$ cat src/rtl/irqc_pkg.sv
package irqc_pkg;

  typedef enum logic [1:0] {
    GIE_HOLD  = 2'd0,
    GIE_CLEAR = 2'd1,
    GIE_SET   = 2'd2
  } gie_op_e;

  // Word address of the handler slot for a source; slot 0 is reset.
  function automatic int unsigned slot_addr(input int unsigned idx);
    return 2 * (idx + 1);
  endfunction

endpackage

$ cat src/rtl/irqc_edge_latch.sv
module irqc_edge_latch #(
  parameter int unsigned NUM_SRC = 8
) (
  input  logic               clk,
  input  logic               rst_n,
  input  logic [NUM_SRC-1:0] req,
  input  logic [NUM_SRC-1:0] clr,
  output logic [NUM_SRC-1:0] flags
);

  logic [NUM_SRC-1:0] prev_q;
  logic [NUM_SRC-1:0] flag_q;
  logic [NUM_SRC-1:0] flag_d;

  for (genvar g = 0; g < NUM_SRC; g++) begin : g_src
    logic rise;
    assign rise = req[g] & ~prev_q[g];

    always_comb begin
      flag_d[g] = flag_q[g];
      if (clr[g]) flag_d[g] = 1'b0;
      if (rise)   flag_d[g] = 1'b1;  // fresh edge outranks clear
    end
  end

  always_ff @(posedge clk or negedge rst_n) begin
    if (!rst_n) begin
      prev_q <= '0;
      flag_q <= '0;
    end else begin
      prev_q <= req;
      flag_q <= flag_d;
    end
  end

  assign flags = flag_q;

endmodule

$ cat src/rtl/irqc_prio_enc.sv
module irqc_prio_enc #(
  parameter int unsigned NUM_SRC = 8,
  parameter int unsigned VEC_W   = 5
) (
  input  logic [NUM_SRC-1:0] cand,
  output logic               any,
  output logic [NUM_SRC-1:0] grant,
  output logic [VEC_W-1:0]   vec
);
  import irqc_pkg::*;

  always_comb begin
    any   = 1'b0;
    grant = '0;
    vec   = '0;
    // walk downward so the lowest index is written last and wins
    for (int i = NUM_SRC - 1; i >= 0; i--) begin
      if (cand[i]) begin
        any      = 1'b1;
        grant    = '0;
        grant[i] = 1'b1;
        vec      = VEC_W'(slot_addr(i));
      end
    end
  end

endmodule

$ cat src/rtl/irqc_gie.sv
module irqc_gie (
  input  logic              clk,
  input  logic              rst_n,
  input  irqc_pkg::gie_op_e op,
  output logic              gie
);
  import irqc_pkg::*;

  logic gie_q;
  logic gie_d;

  always_comb begin
    unique case (op)
      GIE_CLEAR: gie_d = 1'b0;
      GIE_SET:   gie_d = 1'b1;
      default:   gie_d = gie_q;
    endcase
  end

  always_ff @(posedge clk or negedge rst_n) begin
    if (!rst_n) gie_q <= 1'b0;
    else        gie_q <= gie_d;
  end

  assign gie = gie_q;

endmodule

$ cat src/rtl/irqc_top.sv
module irqc_top #(
  parameter int unsigned NUM_SRC = 8,
  localparam int unsigned VEC_W  = $clog2(2 * NUM_SRC + 3)
) (
  input  logic               clk,
  input  logic               rst_n,
  input  logic [NUM_SRC-1:0] irq_req,
  input  logic [NUM_SRC-1:0] src_en,
  input  logic               gie_set,
  input  logic               ret_strobe,
  input  logic               accept,
  output logic               irq_pending,
  output logic [VEC_W-1:0]   vec_addr
);
  import irqc_pkg::*;

  logic [1:0] rst_sync_q;
  logic       rst_int_n;

  always_ff @(posedge clk or negedge rst_n) begin
    if (!rst_n) rst_sync_q <= 2'b00;
    else        rst_sync_q <= {rst_sync_q[0], 1'b1};
  end
  assign rst_int_n = rst_sync_q[1];

  logic [NUM_SRC-1:0] flags;
  logic [NUM_SRC-1:0] cand;
  logic [NUM_SRC-1:0] grant;
  logic [NUM_SRC-1:0] clr;
  logic               any_cand;
  logic [VEC_W-1:0]   enc_vec;
  logic               gie;
  logic               take;
  gie_op_e            op;

  irqc_edge_latch #(.NUM_SRC(NUM_SRC)) u_latch (
    .clk   (clk),
    .rst_n (rst_int_n),
    .req   (irq_req),
    .clr   (clr),
    .flags (flags)
  );

  assign cand = flags & src_en;

  irqc_prio_enc #(.NUM_SRC(NUM_SRC), .VEC_W(VEC_W)) u_enc (
    .cand  (cand),
    .any   (any_cand),
    .grant (grant),
    .vec   (enc_vec)
  );

  always_comb begin
    irq_pending = gie & any_cand;
    take        = accept & irq_pending;
    clr         = take ? grant : '0;
    vec_addr    = irq_pending ? enc_vec : '0;
    if (take)                      op = GIE_CLEAR;
    else if (gie_set | ret_strobe) op = GIE_SET;
    else                           op = GIE_HOLD;
  end

  irqc_gie u_gie (
    .clk   (clk),
    .rst_n (rst_int_n),
    .op    (op),
    .gie   (gie)
  );

endmodule

$ cat config.mk
export PLATFORM = sky130hd
export DESIGN_NAME = irqc_top
export DESIGN_NICKNAME = d
export VERILOG_FILES = /design/src/rtl/irqc_pkg.sv /design/src/rtl/irqc_edge_latch.sv /design/src/rtl/irqc_prio_enc.sv /design/src/rtl/irqc_gie.sv /design/src/rtl/irqc_top.sv
export SDC_FILE = /design/constraint.sdc
export NUM_CORES = 1
export LEC_CHECK = 0
export BUFFER_PORTS_ARGS = -buffer_cell sky130_fd_sc_hd__clkbuf_2
export CAP_MARGIN = 10
export CORE_ASPECT_RATIO = 0.7
export CORE_MARGIN = 4
export CORE_UTILIZATION = 33
export CTS_CLUSTER_SIZE = 14
export DETAILED_ROUTE_END_ITERATION = 8
export PLACE_DENSITY_LB_ADDON = 0.1
export SYNTH_ARGS = -nofsm -noshare
export SYNTH_HDL_FRONTEND = slang
export SYNTH_SLANG_ARGS = --single-unit
$ cat constraint.sdc
create_clock -name clk -period 2.87 [get_ports clk]
set_clock_uncertainty 0.2 [all_clocks]
set_input_delay 0.1435 -clock clk [delete_from_list [all_inputs] [get_ports clk]]
set_output_delay 0.1435 -clock clk [all_outputs]
set_load 0.01 [all_outputs]
==> impl_metrics.py, run 1 <==
metrics = {
    "run_status": {
        "outcome": "completed",
    },
    "synthesis": {
        "synth_edf_count": 0,
        "ys.flop_type": "dfrtp_1",
        "syn_avg_cell_area_um2": 10.9,
        "syn_area_um2": 826,
        "ys_ff_latch": 19,
        "synth_top_area_share_pct": 57.6,
        "yosys_warnings": 0,
        "syn_nets": 97,
        "synth_top_cell_by_area": "dfrtp_1",
        "postSynth.asyncResetShare_pct": 100,
        "synth_common_cells": "19 x dfrtp_1, 11 x o21ai_0, 9 x inv_1",
        "ys_types": 23,
        "synthTopCellsByArea": "dfrtp_1 58%, o21ai_0 6.7%, inv_1 4.1%",
        "synth_most_common_cell": "dfrtp_1",
        "yosysSeqAreaShare_pct": 57.6,
        "postSynthCellCount": 76,
    },
    "die": {
        "start_util_pct": 36.5,
        "design.portCount": 27,
        "die_y_um": 49.9,
        "fp.dieArea_um2": 3380,
        "core-area_um2": 2260,
        "rows": 14,
        "fp.dieW_um": 67.8,
    },
    "timing": {
        "tns_ns": 0,
        "rsz0062_at_grt": "no",
        "worst_pin_slew_ns": 0.653,
        "slew_headroom_pct": 56.5,
        "hold_viol": 0,
        "slew_violations": 0,
        "finalCriticalPeriod_ns": 2.03,
        "min_period_over_period_pct": 70.8,
        "finalWorstSetupSlack_ns": 0.837,
        "setup_viol": 0,
        "fmax_mhz": 492,
    },
    "place": {
        "hpwl_um": 1310,
        "gp_congestion": 0.776,
        "place_ws_ns": 1.25,
        "portBuffers": 25,
    },
    "pwr": {
        "ir_drop_mv": 0.222,
        "powerDensity_nw_per_um2": 458,
        "p_total_w": 0.000556,
        "leakage_nw": 0.565,
    },
    "clock_network": {
        "cts_tree": "done",
        "clk_latency_ns": 0.30,
        "clock_path_buffers": 2,
        "clk_pin_slew_ns": 0.11,
        "htree_levels": 1,
        "cts_made_buffers": 3,
        "cts.sinks": 19,
        "cts-root-buf": "clkbuf_4",
        "post_cts.repair.setup_buffers": 0,
        "hold_buffers": 20,
        "cts_resized": 0,
    },
    "global_route": {
        "antenna_found_initial": 0,
        "grt-ovfl-total": 0,
        "track_usage_pct": 12.2,
        "grt_pass1_vias": 675,
        "grt_max_degree": 18,
        "grt_pass1_wl_um": 3000,
    },
    "worst_setup_path": {
        "critPathCaptureType": "primary output",
        "cp-start-kind": "primary input",
        "crit_type": "in -> out",
        "crit_required_ns": 2.53,
        "worstPathArrival_ns": 1.69,
        "crit_fanout": 4,
    },
    "flow_run": {
        "max_cap_violations": 0,
    },
    "route": {
        "antenna_left": 0,
        "drt-vias-per-instance": 4.44,
        "wire_per_inst_um": 11.7,
        "routed_wl_um": 1820,
        "first_pass_iters": 4,
        "drc_errors": 0,
        "vias": 693,
        "drt-initial-drc-count": 19,
    },
    "layout": {
        "area_growth_syn_to_layout_pct": 47.0,
        "fin_util_pct": 53.7,
        "n_antenna_cell": 0,
        "finalNetCount": 146,
        "fillers": 205,
        "drive_gt1_share_pct": 29.0,
    },
    "min_path": {
        "hold_path.class": "in -> reg",
    },
}
[sequential cells by signal, summed over array words and instances (netlist names)]
register        count
u_latch.prev_q      8
u_gie.gie           1
rst_sync_q          2
u_latch.flags       8
[cell type report]
| cell class | count | area, um2 | share of cell area [%] |
|---|---|---|---|
| tap | 32 | 40.0 | 3.30 |
| clock inverter | 1 | 7.51 | 0.619 |
| clock buffer | 3 | 22.5 | 1.86 |
| timing repair buffer | 45 | 325 | 26.8 |
| multi-input combinational | 47 | 309 | 25.5 |
| inverter | 9 | 33.8 | 2.78 |
| sequential | 19 | 475 | 39.2 |
[power by group]
part           switching [W]  internal, W
Sequential         0.0000210     0.000287
Clock              0.0000824    0.0000531
Combinational      0.0000511    0.0000615
Total               0.000154     0.000401
[cell usage in the layout, fill, tap and decap left out]
cell type      instances
nand2_1                8
a22oi_1                2
a21boi_2               1
nand3_1                3
nand4_1                3
dlygate4sd3_1         20
a32o_1                 1
dfrtp_1               19
clkinvlp_4             1
a21oi_2                1
nor2b_1                1
a22oi_2                2
a21boi_0               2
o21ai_0               11
conb_1                 2
nor3_1                 2
nand4_2                1
a22oi_4                1
clkbuf_2              25
a222oi_1               1
a21oi_1                1
inv_1                  9
a22o_1                 2
nand2b_1               1
and2_4                 1
clkbuf_4               3
[final timing paths]
| path | start | end | slack [ns] | cells past startpoint |
|---|---|---|---|---|
| setup reg to reg | u_latch.flags[1]$_DFFE_PN0P_ | u_latch.flags[3]$_DFFE_PN0P_ | 1.30 | 4 |
| max in group asynchronous | rst_n | rst_sync_q[1]$_DFF_PN0_ | 1.86 | 3 |
| setup / recovery | src_en[6] | vec_addr[1] | 0.84 | 7 |
| hold reg to reg | rst_sync_q[1]$_DFF_PN0_ | u_latch.prev_q[5]$_DFF_PN0_ | 0.08 | 0 |
| min in group asynchronous | rst_sync_q[1]$_DFF_PN0_ | u_latch.prev_q[5]$_DFF_PN0_ | 0.08 | 0 |
| hold / removal | src_en[3] | u_latch.flags[3]$_DFFE_PN0P_ | 0.04 | 4 |
[critical path: stages]
cell	delay, ns
dlygate4sd3_1	0.54
clkbuf_2	0.13
a22oi_2	0.27
nand4_2	0.16
and2_4	0.19
nor2b_1	0.12
clkbuf_2	0.13
[through the flow]
stage	cell area (um2)	hold slack (ns)	cells
after CTS	1210	0.0160	156
final	1210	0.0384	156
after global placement	983	-0.271	132
after global routing	1210	0.0121	156
after detailed placement	983	-0.268	132
after floorplan	826	-0.352	76
[routing by layer]
metal	up-vias	wire [um]	GRT usage [%]
met2	15	810	18.3
met4	0	13	1.98
li1	362	-	-
met3	2	108	5.23
met1	314	888	16.6
met5	-	0	0
[logic make-up after synthesis]
group                  Yosys count  share of synthesized area, %
other                            2                         0.909
AND/OR/NAND/NOR                 20                          13.0
flip-flops                      19                          57.6
AO/OA/AOI/OAI                   25                          23.5
buffers and inverters           10                          5.00
No activity file was read; power rests on OpenSTA's default activity.
==> run 2: changes to the inputs <==
- ABC_AREA: not set -> 1
- clock period: 2.87 -> 1.8 ns (I/O delays scaled with it)
==> impl_metrics.py, run 2 <==
metrics = {
    "run_status": {
        "outcome": "completed",
    },
    "layout": {
        "fin_cells": 179,
        "n_antenna_cell": 0,
        "layout_common_cells": "25 x clkbuf_2, 24 x nand2_1, 19 x dfrtp_1",
        "drive_gt1_share_pct": 31.0,
        "area_growth_syn_to_layout_pct": 44.3,
        "fin_util_pct": 50.6,
        "finalNetCount": 167,
        "final_common_cell": "clkbuf_2",
    },
    "synthesis": {
        "ys.flop_type": "dfrtp_1",
        "synthTopCellsByArea": "dfrtp_1 54%, nand2_1 11%, inv_1 6.8%",
        "ys_types": 21,
        "synth_top_cell_by_area": "dfrtp_1",
        "syn_avg_cell_area_um2": 8.73,
        "syn_area_um2": 882,
        "yosys_warnings": 0,
        "ys_ff_latch": 19,
        "synth_edf_count": 0,
        "synth_common_cells": "27 x nand2_1, 19 x dfrtp_1, 16 x inv_1",
        "synth_top_area_share_pct": 53.9,
        "yosysSeqAreaShare_pct": 53.9,
        "postSynth.asyncResetShare_pct": 100,
        "postSynthCellCount": 101,
        "syn_nets": 122,
        "synth_most_common_cell": "nand2_1",
    },
    "place": {
        "gp_congestion": 0.759,
        "hpwl_um": 1390,
        "portBuffers": 25,
        "place_inst": 159,
    },
    "timing": {
        "finalCriticalPeriod_ns": 1.70,
        "worst_pin_slew_ns": 0.700,
        "slew_headroom_pct": 53.3,
        "hold_viol": 0,
        "fmax_mhz": 589,
        "setup_viol": 0,
        "min_period_over_period_pct": 94.3,
        "slew_violations": 0,
    },
    "die": {
        "fp.dieArea_um2": 3580,
        "design.portCount": 27,
        "core-area_um2": 2510,
        "die_y_um": 51.3,
        "start_util_pct": 35.1,
        "fp.dieW_um": 69.8,
        "rows": 15,
    },
    "route": {
        "drc_errors": 0,
        "drt-initial-drc-count": 45,
        "antenna_left": 0,
        "first_pass_iters": 2,
        "wire_per_inst_um": 10.3,
        "routed_wl_um": 1840,
        "vias": 770,
        "drt-vias-per-instance": 4.30,
    },
    "worst_setup_path": {
        "critPathLaunch": "u_latch.flags[0]$_DFFE_PN0P_",
        "crit_fanout": 6,
        "crit_required_ns": 1.51,
        "cp-start-kind": "flop",
        "worstPathArrival_ns": 1.41,
        "crit_type": "reg -> out",
        "r2r-start": "u_latch.flags[0]$_DFFE_PN0P_",
        "critPathCaptureType": "primary output",
    },
    "clock_network": {
        "clk_pin_slew_ns": 0.07,
        "cts.sinks": 19,
        "clk_latency_ns": 0.25,
        "cts_made_buffers": 3,
        "cts_tree": "done",
        "clock_path_buffers": 2,
        "cts-root-buf": "clkbuf_8",
        "post_cts.repair.setup_buffers": 0,
        "htree_levels": 1,
    },
    "pwr": {
        "powerDensity_nw_per_um2": 765,
        "leakage_nw": 0.666,
        "ir_drop_mv": 0.443,
    },
    "global_route": {
        "antenna_found_initial": 0,
        "grt_pass1_wl_um": 3290,
        "grt_pass1_vias": 744,
        "track_usage_pct": 11.9,
        "grt_max_degree": 18,
        "grt-ovfl-total": 0,
    },
    "min_path": {
        "hold_path.class": "in -> reg",
        "hold_start": "src_en[5]",
    },
    "flow_run": {
        "max_cap_violations": 0,
    },
}
==> run 2: changes by cell type after synthesis, moves of 2 or more <==
cell | before | now
nor2_1 | 0 | 5
o21ai_0 | 11 | 0
a21boi_0 | 2 | 0
nor2_2 | 0 | 2
inv_2 | 0 | 2
o21bai_1 | 0 | 6
a22oi_2 | 2 | 0
a22oi_1 | 2 | 0
nand2_2 | 0 | 4
nand2_1 | 8 | 27
inv_1 | 9 | 16
a22o_1 | 2 | 0
==> run 2: path summary, 6_finish.rpt <==
kind                                                end  slack (ns)  cells after the start
max in group asynchronous       rst_sync_q[0]$_DFF_PN0_        0.79                      3
hold / removal             u_latch.flags[6]$_DFFE_PN0P_        0.05                      5
hold reg to reg            u_latch.flags[2]$_DFFE_PN0P_        0.09                      0
min in group asynchronous  u_latch.flags[2]$_DFFE_PN0P_        0.09                      0
setup reg to reg           u_latch.flags[7]$_DFFE_PN0P_        0.38                      6
setup / recovery                            vec_addr[4]        0.10                      6
==> run 2: kinds of logic (layout without fill, tap and decap cells) <==
family,Yosys count,count (layout),synth area share [%]
buffers and inverters,19,63,8.51
other,2,2,0.851
AND/OR/NAND/NOR,50,50,27.9
AO/OA/AOI/OAI,11,11,8.79
flip-flops,19,19,53.9
==> run 2: where the power goes <==
part | leakage [nW] | internal, W | switching, W
Clock | 0.0228 | 0.000157 | 0.000138
Combinational | 0.441 | 0.0000933 | 0.000104
Sequential | 0.202 | 0.000456 | 0.0000254
==> run 2: timing repair <==
item	in CTS	in global routing
setup endpoints to repair	0	4
hold endpoints to repair	19	0
hold buffers	16	0
gates resized for setup	0	7
==> run 2: area by class of cell <==
class                      instances  area, um2
fill                             270       1240
sequential                        19        475
multi-input combinational         63        357
timing repair buffer              41        285
inverter                          18       67.6
clock buffer                       4       45.0
tap                               34       42.5
==> run 2: per-stage QoR <==
step,total power (W),area [um2],setup TNS [ns],hold slack [ns],setup WS (ns)
CTS,0.000983,1250,0,0.0357,0.0316
finish,0.000974,1270,0,0.0468,0.103
global route,0.00105,1270,-0.0727,0.0781,-0.0406
floorplan,0.000589,882,0,-0.406,0.488
detailed placement,0.000652,1040,0,-0.321,0.323
global placement,0.000650,1040,0,-0.324,0.346
==> run 2: routing by layer <==
layer	GRT usage [%]	vias up	wire [um]
li1	-	400	-
met1	15.1	354	869
met2	18.5	14	847
met3	5.50	2	110
met4	2.87	0	8
met5	0	-	0
==> run 2: critical path, stage by stage (launching register included) <==
cell and delay, ns:
dfrtp_1 0.39, nand2_2 0.14, nand3_2 0.12, nor2_2 0.16, nand2_1 0.09, nor2_1 0.11
clkbuf_2 0.14
==> run 3: changes to the inputs <==
--- a/config.mk
+++ b/config.mk
@@ -10,5 +10,4 @@
 export CAP_MARGIN = 10
-export CORE_ASPECT_RATIO = 0.7
 export CORE_MARGIN = 4
-export CORE_UTILIZATION = 33
+export CORE_UTILIZATION = 44
 export CTS_CLUSTER_SIZE = 14
--- a/constraint.sdc
+++ b/constraint.sdc
@@ -4,2 +4,2 @@
 set_output_delay 0.09 -clock clk [all_outputs]
-set_load 0.01 [all_outputs]
+set_load 0.005 [all_outputs]
==> impl_metrics.py, run 3 (synthesized netlist as in run 2, its figures left out) <==
metrics = {
    "route": {
        "wl_met2_um": 916,
        "wire_per_inst_um": 10.7,
        "drt-initial-drc-count": 8,
        "wl_met1_um": 811,
        "drc_errors": 0,
        "routed.top_layer": "met4",
        "drt-vias-per-instance": 4.54,
        "routed_wl_um": 1830,
        "vias": 776,
        "antenna_left": 0,
        "met3RoutedLength_um": 75,
        "first_pass_iters": 4,
    },
    "timing": {
        "tns_ns": 0,
        "slew_headroom_pct": 55.0,
        "hold_viol": 0,
        "worst_pin_slew_ns": 0.675,
        "finalWorstSetupSlack_ns": 0.0735,
        "finalCriticalPeriod_ns": 1.73,
        "rsz0062_at_grt": "yes",
        "setup_viol": 0,
        "slew_violations": 0,
        "fmax_mhz": 579,
        "min_period_over_period_pct": 95.9,
    },
    "place": {
        "place_inst": 150,
        "place_ws_ns": 0.319,
        "portBuffers": 25,
        "placed_cell_area_um2": 1030,
        "hpwl_um": 1370,
        "gp_congestion": 0.853,
    },
    "clock_network": {
        "cts_tree": "done",
        "clk_pin_slew_ns": 0.10,
        "cts_made_buffers": 3,
        "htree_levels": 1,
        "cts-root-buf": "clkbuf_4",
        "cts.sinks": 19,
        "clock_path_buffers": 2,
        "clk_latency_ns": 0.29,
    },
    "run_status": {
        "outcome": "completed",
    },
    "layout": {
        "fillers": 155,
        "n_antenna_cell": 0,
        "drive_gt1_share_pct": 30.8,
        "area_growth_syn_to_layout_pct": 41.1,
        "finalNetCount": 168,
        "finalInstanceArea_um2": 1240,
        "layout_common_cells": "25 x clkbuf_2, 24 x nand2_1, 19 x dfrtp_1",
        "fin_cells": 171,
        "fin_util_pct": 68.4,
        "final_common_cell": "clkbuf_2",
    },
    "worst_setup_path": {
        "path_cells": "dlygate4sd3_1 -> clkbuf_2 -> nand2_2 -> nand2_2 -> nor2_2 -> nand2_4 -> nand2_2 -> nor3_1 -> clkbuf_2",
        "worstPathArrival_ns": 1.44,
        "cp.depth": 9,
        "cp-start-kind": "primary input",
        "crit_slowest_cell": "dlygate4sd3_1",
        "crit_fanout": 4,
        "path_buf_inv": 3,
        "crit_type": "in -> out",
        "critPathCaptureType": "primary output",
        "crit_family": "buffers and inverters",
        "cpPeakStageDelay_ns": 0.52,
        "rr_worst_depth": 6,
        "crit_top_cell": "nand2_2",
        "crit_required_ns": 1.51,
    },
    "die": {
        "rows": 15,
        "design.portCount": 27,
        "start_util_pct": 48.5,
        "core-area_um2": 1820,
        "fp.dieW_um": 52.8,
        "fp.dieArea_um2": 2790,
        "die_y_um": 52.8,
    },
    "global_route": {
        "track_usage_pct": 15.3,
        "grt_pass1_vias": 762,
        "grt_pass1_wl_um": 3080,
        "grt_max_degree": 18,
        "grt-ovfl-total": 0,
        "antenna_found_initial": 0,
    },
    "min_path": {
        "hold_path_depth": 5,
        "hold_path.class": "in -> reg",
    },
    "flow_run": {
        "max_cap_violations": 0,
    },
    "pwr": {
        "leakage_nw": 0.662,
        "ir_drop_mv": 0.632,
        "powerDensity_nw_per_um2": 713,
    },
}
run 3: cell count changes in the layout (fill, tap and decap cells not counted):
cell,change
buf_4,+1
clkbuf_4,+3
clkbuf_8,-3
nor3_1,+1
nor3_2,-1
run 3: metal layers:
| metal | vias to the layer above | track usage [%] |
|---|---|---|
| met1 | 353 | 18.2 |
| li1 | 402 | - |
| met3 | 4 | 3.99 |
| met5 | - | 0 |
| met4 | 0 | 6.38 |
| met2 | 17 | 25.6 |
run 3: path summary, 6_finish.rpt:
check	endpoint	startpoint	slack (ns)
min in group asynchronous	u_latch.flags[4]$_DFFE_PN0P_	rst_sync_q[1]$_DFF_PN0_	0.09
worst max-delay path	vec_addr[1]	src_en[2]	0.07
worst max register to register	u_latch.flags[7]$_DFFE_PN0P_	u_latch.flags[3]$_DFFE_PN0P_	0.41
worst min-delay path	u_latch.flags[2]$_DFFE_PN0P_	src_en[1]	0.01
worst min register to register	u_latch.flags[4]$_DFFE_PN0P_	rst_sync_q[1]$_DFF_PN0_	0.09
max in group asynchronous	rst_sync_q[1]$_DFF_PN0_	rst_n	0.86
run 3: cell type report:
class,instances,area (um2),area share (%)
well taps,25,31.3,2.51
multi-input cells,63,352,28.2
flip-flops and latches,19,475,38.2
clock buffers,4,26.3,2.11
repair buffers,42,293,23.5
inverters,18,67.6,5.43
run 3: timing repair:
item | CTS | global route
hold buffers | 16 | 0
hold endpoints to repair | 19 | 0
buffers inserted | 0 | 1
gates resized for setup | 1 | 5
setup endpoints to repair | 1 | 4
run 3: power breakdown:
group	switching [W]	internal (W)	leakage [nW]	total, W
clock network	0.000126	0.0000862	0.0150	0.000212
registers	0.0000258	0.000456	0.202	0.000482
logic	0.0000979	0.0000962	0.444	0.000194
total	0.000249	0.000638	0.662	0.000888
run 3: per-stage QoR:
stage	total power, W	hold WS, ns
floorplan	0.000583	-0.406
global placement	0.000641	-0.325
detailed placement	0.000646	-0.323
CTS	0.000886	0.0119
global route	0.000945	0.0479
finish	0.000888	0.0134
run 3: worst register-to-register path: cells and delay by family (launching register included):
| family | cells | cell delay (ns) |
|---|---|---|
| DFF | 1 | 0.39 |
| and+or+nand+nor | 5 | 0.54 |
| AOI/OAI and AO/OA | 1 | 0.15 |
